## config.mk

```make
export PLATFORM = sky130hd
export DESIGN_NAME = cmpr_alloc_predictor
export DESIGN_NICKNAME = d
export VERILOG_FILES = /design/src/rtl/cap_pkg.sv /design/src/rtl/cap_classify.sv /design/src/rtl/cap_step.sv /design/src/rtl/cap_satadd.sv /design/src/rtl/cmpr_alloc_predictor.sv
export SDC_FILE = /design/constraint.sdc
export NUM_CORES = 1
export LEC_CHECK = 0
export ABC_AREA = 1
export ABC_CLOCK_PERIOD_IN_PS = 4400
export BUFFER_PORTS_ARGS = -buffer_cell sky130_fd_sc_hd__buf_2
export CORE_UTILIZATION = 57
export CTS_CLUSTER_DIAMETER = 150
export CTS_CLUSTER_SIZE = 10
export DETAILED_ROUTE_END_ITERATION = 6
export GPL_TIMING_DRIVEN = 0
export PLACE_DENSITY = 0.78
export RECOVER_POWER = 25
export SYNTH_ARGS = -nofsm -noshare
export SYNTH_HDL_FRONTEND = slang
export SYNTH_HIERARCHICAL = 1
export SYNTH_SLANG_ARGS = --single-unit
```

## constraint.sdc

```tcl
create_clock -name clk -period 4.4 [get_ports clk]
set_clock_uncertainty 0.2 [all_clocks]
set_input_delay 0.22 -clock clk [delete_from_list [all_inputs] [get_ports clk]]
set_output_delay 0.22 -clock clk [all_outputs]
set_load 0.01 [all_outputs]
```

## src/rtl/cap_pkg.sv

```systemverilog
package cap_pkg;

    typedef enum logic [2:0] {
        OC_IDLE         = 3'd0,
        OC_PLAIN_HIT    = 3'd1,
        OC_SLOW_HIT     = 3'd2,
        OC_SAVED_MISS   = 3'd3,
        OC_RESCUE_MISS  = 3'd4,
        OC_LOST_MISS    = 3'd5
    } outcome_e;

    function automatic logic is_gain(outcome_e oc);
        return (oc == OC_SAVED_MISS) || (oc == OC_RESCUE_MISS);
    endfunction

    function automatic logic is_loss(outcome_e oc);
        return oc == OC_SLOW_HIT;
    endfunction

endpackage

```

## src/rtl/cap_classify.sv

```systemverilog
module cap_classify
    import cap_pkg::*;
#(
    parameter int POS_W     = 3,
    parameter int SUM_W     = 6,
    parameter int ASSOC_UNC = 2,
    parameter int SEG_TOTAL = 16
) (
    input  logic             valid,
    input  logic             hit,
    input  logic [POS_W-1:0] pos,
    input  logic             line_cmp,
    input  logic             tag_found,
    input  logic [SUM_W-1:0] seg_sum,
    output outcome_e         oc
);
    localparam logic [POS_W-1:0] ASSOC_V = POS_W'(ASSOC_UNC);
    localparam logic [SUM_W-1:0] SEG_V   = SUM_W'(SEG_TOTAL);

    logic shallow;
    logic fits;

    always_comb begin
        shallow = (pos <= ASSOC_V);
        fits    = (seg_sum <= SEG_V);
        oc      = OC_IDLE;
        if (valid) begin
            if (hit) begin
                if (!shallow)      oc = OC_SAVED_MISS;
                else if (line_cmp) oc = OC_SLOW_HIT;
                else               oc = OC_PLAIN_HIT;
            end else begin
                if (tag_found && fits) oc = OC_RESCUE_MISS;
                else                   oc = OC_LOST_MISS;
            end
        end
    end
endmodule

```

## src/rtl/cap_step.sv

```systemverilog
module cap_step
    import cap_pkg::*;
#(
    parameter int CNT_W      = 19,
    parameter int MEM_LAT    = 400,
    parameter int DECOMP_LAT = 5,
    parameter bit NORMALIZE  = 1'b0
) (
    input  outcome_e           oc,
    output logic signed [CNT_W:0] step
);
    logic signed [CNT_W:0] gain_v;
    logic signed [CNT_W:0] loss_v;

    generate
        if (NORMALIZE) begin : g_norm
            localparam int RATIO = MEM_LAT / DECOMP_LAT;
            assign gain_v = (CNT_W+1)'(RATIO);
            assign loss_v = (CNT_W+1)'(1);
        end else begin : g_raw
            assign gain_v = (CNT_W+1)'(MEM_LAT);
            assign loss_v = (CNT_W+1)'(DECOMP_LAT);
        end
    endgenerate

    always_comb begin
        step = '0;
        if (is_gain(oc))      step = gain_v;
        else if (is_loss(oc)) step = -loss_v;
    end
endmodule

```

## src/rtl/cap_satadd.sv

```systemverilog
module cap_satadd #(
    parameter int CNT_W = 19
) (
    input  logic signed [CNT_W-1:0] cur,
    input  logic signed [CNT_W:0]   step,
    output logic signed [CNT_W-1:0] nxt
);
    localparam int XW = CNT_W + 2;
    localparam logic signed [XW-1:0] HI_V = $signed({3'b000, {(CNT_W-1){1'b1}}});
    localparam logic signed [XW-1:0] LO_V = $signed({3'b111, {(CNT_W-1){1'b0}}});

    logic signed [XW-1:0] wide;

    always_comb begin
        wide = $signed({{2{cur[CNT_W-1]}}, cur}) + $signed({step[CNT_W], step});
        if (wide > HI_V)      nxt = HI_V[CNT_W-1:0];
        else if (wide < LO_V) nxt = LO_V[CNT_W-1:0];
        else                  nxt = wide[CNT_W-1:0];
    end
endmodule

```

## src/rtl/cmpr_alloc_predictor.sv

```systemverilog
module cmpr_alloc_predictor
    import cap_pkg::*;
#(
    parameter int POS_W      = 3,
    parameter int SUM_W      = 6,
    parameter int ASSOC_UNC  = 2,
    parameter int SEG_TOTAL  = 16,
    parameter int CNT_W      = 19,
    parameter int MEM_LAT    = 400,
    parameter int DECOMP_LAT = 5,
    parameter bit NORMALIZE  = 1'b0
) (
    input  logic                    clk,
    input  logic                    rst_n,
    input  logic                    acc_valid,
    input  logic                    acc_hit,
    input  logic [POS_W-1:0]        acc_pos,
    input  logic                    acc_line_cmp,
    input  logic                    acc_tag_found,
    input  logic [SUM_W-1:0]        acc_seg_sum,
    output logic [2:0]              outcome_o,
    output logic signed [CNT_W-1:0] pred_cnt_o,
    output logic                    alloc_cmp_o
);
    typedef struct packed {
        logic signed [CNT_W-1:0] cnt;
        logic                    alloc;
        outcome_e                oc;
    } state_t;

    state_t st_d, st_q;

    outcome_e                oc_now;
    logic signed [CNT_W:0]   step_now;
    logic signed [CNT_W-1:0] cnt_next;

    cap_classify #(
        .POS_W(POS_W), .SUM_W(SUM_W),
        .ASSOC_UNC(ASSOC_UNC), .SEG_TOTAL(SEG_TOTAL)
    ) u_cls (
        .valid(acc_valid), .hit(acc_hit), .pos(acc_pos),
        .line_cmp(acc_line_cmp), .tag_found(acc_tag_found),
        .seg_sum(acc_seg_sum), .oc(oc_now)
    );

    cap_step #(
        .CNT_W(CNT_W), .MEM_LAT(MEM_LAT),
        .DECOMP_LAT(DECOMP_LAT), .NORMALIZE(NORMALIZE)
    ) u_stp (
        .oc(oc_now), .step(step_now)
    );

    cap_satadd #(.CNT_W(CNT_W)) u_sat (
        .cur(st_q.cnt), .step(step_now), .nxt(cnt_next)
    );

    always_comb begin
        st_d       = st_q;
        st_d.oc    = oc_now;
        st_d.cnt   = cnt_next;
        st_d.alloc = ~cnt_next[CNT_W-1];
    end

    always_ff @(posedge clk) begin
        if (!rst_n) begin
            st_q.cnt   <= '0;
            st_q.alloc <= 1'b1;
            st_q.oc    <= OC_IDLE;
        end else begin
            st_q <= st_d;
        end
    end

    assign outcome_o   = st_q.oc;
    assign pred_cnt_o  = st_q.cnt;
    assign alloc_cmp_o = st_q.alloc;
endmodule

```

==> impl_metrics.yaml <==
run_status:
  outcome: "completed"
finish:
  fin_nets: 454
  drive_gt1_share_pct: 19.66
  seq_area_um2: 460.4
  multi_input_area_um2: 1445
  finalNonFillerCells: 465
  area_growth_pct: 12.30
  nFillCells: 370
  antennaDiodeCount: 0
floorplanning:
  rows: 22
  num_io_pins: 38
  core_area_um2: 3799
  dieArea_um2: 4347
  initial_core_util_pct: 61.33
  die_y_um: 65.93
  die_x_um: 65.93
critical_path:
  critPathBufInv: 6
  start_kind: "input port"
  timing.rr.start: "pred_cnt_o[0]$_SDFF_PN0_"
  cp.required_ps: 4370
  cp.arrival_ps: 3710
  path_max_fanout: 16
  crit_slowest_cell: "nor2_1"
  reg2reg_depth: 18
  path_class: "in2reg"
  regToRegEndpoint: "pred_cnt_o[12]$_SDFF_PN0_"
  path_cells: "buf_2 -> a21oi_1 -> nand2_1 -> nand2_1 -> nor2_1 -> nor2_1 -> ha_1 -> inv_1 -> fa_1 -> inv_1 -> nand3_1 -> nor2_1 -> nand2_1 -> nand3_2 -> nand2_2 -> nand3_1 -> nand2_2 -> inv_1 -> nand2_2 -> nand2_4 -> buf_8 -> nand2_2 -> nand2_1 -> inv_1"
  cp.depth: 24
  crit_family: "simple AND/OR/NAND/NOR gates"
  ff2ff_setup_slack_ps: 1800
  slowest_delay_ps: 900
  end_kind: "register"
drt:
  drt_iter0_drc: 157
  route.vias.total: 2215
  viasPerCell: 4.763
  ant_nets: 0
  drt-total-wl_mm: 5.005
  wl_per_cell_um: 10.76
  firstDrtPassIters: 4
  drc: 0
timing:
  setup_viol: 0
  hold_viol: 0
  min_period_over_period_pct: 84.79
  min_period_ps: 3731
  tns_ps: 0
  grt_setup_unrepaired: "false"
  hold_slack_ps: 57.69
  fmax_mhz: 268.0
  fin_ws_ps: 669.2
  slew_headroom_pct: 21.15
  drv_slew: 0
  tightest_slew_ps: 1178
global_route:
  grt_max_degree: 17
  overflow: 0
  grt_first_pass_wirelength_mm: 8.894
  grt.total_usage_pct: 26.17
  antenna_found_initial: 0
  grt_pass1_vias: 2175
clock_network:
  root_buffer: "clkbuf_8"
  clock_path_buffers: 2
  ctsResizeCount: 0
  cts.clk_slew.worst_paths_ps: 90
  cts_tree: "done"
  cts_inserted_buffers: 3
  insertion_delay_ps: 270
  clock-sinks: 23
  htreeDepth: 1
pwr:
  total_power_mw: 0.8554
  power_density_nw_per_um2: 326.9
  power_leakage_nw: 1.648
  peakVddDrop_mv: 0.2167
synthesis:
  synth_nets: 411
  syn_inst: 375
  yosysTopAreaCellShare_pct: 19.82
  syn_area_um2: 2330
  yosysWarnings: 6
  synthTopCellsByArea: "nand2_1, dfxtp_1, ha_1"
  yosysUniqueCellTypes: 29
  avgSynthCellArea_um2: 6.213
  synth_seq_cells: 23
  yosysTopAreaCell: "nand2_1"
  seq_area_frac_synth_pct: 19.76
worst_hold_path:
  hold_path_end: "outcome_o[2]$_SDFF_PN0_"
  min_path_type: "in2reg"
  min-delay-start: "acc_hit"
  hold_depth: 4
flow_run:
  max_cap_violations: 0
placement:
  pre_cts_slack_ps: 361.1
  hpwl_mm: 3.987
  io_buffers: 37
  routabilityCongestion: 0.9153
  placedCellCount: 460
## registers in the layout (all words and copies together), names as in the netlist
name,cells
pred_cnt_o,19
outcome_o,3
alloc_cmp_o,1
## power breakdown
part | switching (mW) | total, mW | internal, mW
sequential | 0.0199 | 0.270 | 0.250
combinational | 0.268 | 0.448 | 0.180
clock | 0.0724 | 0.137 | 0.0648
## synthesized netlist by cell type (all sizes together)
cell type	n
inv	64
nand4	4
conb	1
xor2	9
dfxtp	23
nor2	30
and3	1
a21boi	1
nor3	3
buf	22
o21ai	6
xnor2	5
and2	1
o21bai	2
ha	20
fa	1
a21oi	20
nand2	146
nand3b	2
nand3	14
## layout make-up
cell class / count / area share (%)
Buffer: 22 / 7.030
Clock buffer: 4 / 1.722
Inverter: 64 / 9.182
Multi-Input combinational cell: 266 / 55.24
Sequential cell: 23 / 17.60
Tap cell: 48 / 2.296
Timing Repair Buffer: 38 / 6.934
## worst min-delay path, cell delays in order
cell and delay (ps):
buf_2 110, nor2_1 70, nand2_1 60, inv_1 30
## routing by layer
metal  GRT usage [%]  routed length (um)  vias up
li1                -                   -     1209
met1           31.91                2421      933
met2           46.43                2292       67
met3           5.517                 236        6
met4           6.117                  55        0
met5               0                   0        -
## cells by family after synthesis
group | Yosys count | share of synthesized area (%)
AND/OR/NAND/NOR | 201 | 38.13
buffers and inverters | 86 | 18.21
AO/OA/AOI/OAI | 29 | 6.874
flip-flops | 23 | 19.76
adder cells (fa/ha/maj) | 21 | 11.60
XOR/XNOR | 14 | 5.263
other | 1 | 0.1610
## worst max path at each step
| stage | startpoint | to | slack, ps |
|---|---|---|---|
| finish | acc_pos[1] | pred_cnt_o[12]$_SDFF_PN0_ | 670 |
| global route | acc_hit | pred_cnt_o[17]$_SDFF_PN0_ | 290 |
| CTS | acc_pos[1] | pred_cnt_o[16]$_SDFF_PN0_ | 620 |
| detailed placement | acc_pos[1] | pred_cnt_o[12]$_SDFF_PN0_ | 360 |
| global placement | acc_pos[1] | pred_cnt_o[16]$_SDFF_PN0_ | 430 |
| floorplan | acc_pos[1] | pred_cnt_o[10]$_SDFF_PN0_ | 1200 |
## through the flow
| stage | area, um^2 | util, % |
|---|---|---|
| global route | 2616 | 68.87 |
| detailed placement | 2575 | 67.79 |
| floorplan | 2330 | - |
| global placement | 2575 | 67.79 |
| finish | 2616 | 68.87 |
| CTS | 2630 | 69.24 |
## cell usage in the layout, fill, tap and decap left out
cell           count
conb_1             1
nor2_1            29
a21oi_2            1
nand2_1          123
buf_6              3
and2_1             1
clkbuf_1          12
clkbuf_8           3
nand3b_1           2
fa_1               1
xnor2_1            5
nand3_2            1
nor3_2             2
buf_4             18
nor2_2             1
nand4_1            4
nand3_1           13
ha_1              20
nor3_1             1
and3_1             1
a21oi_1           19
inv_1             62
nand2_2           20
a21boi_2           1
dfxtp_1           23
dlygate4sd3_1      1
buf_8              1
o21bai_1           2
nand2_4            3
buf_2             26
inv_2              2
xor2_1             9
o21ai_0            6
## what timing repair did
| item | 4_1_cts | 5_1_grt |
|---|---|---|
| buffers inserted | 0 | 0 |
| hold endpoints to repair | 1 | 0 |
| hold buffers | 1 | 0 |
No activity file was read; power rests on OpenSTA's default activity.
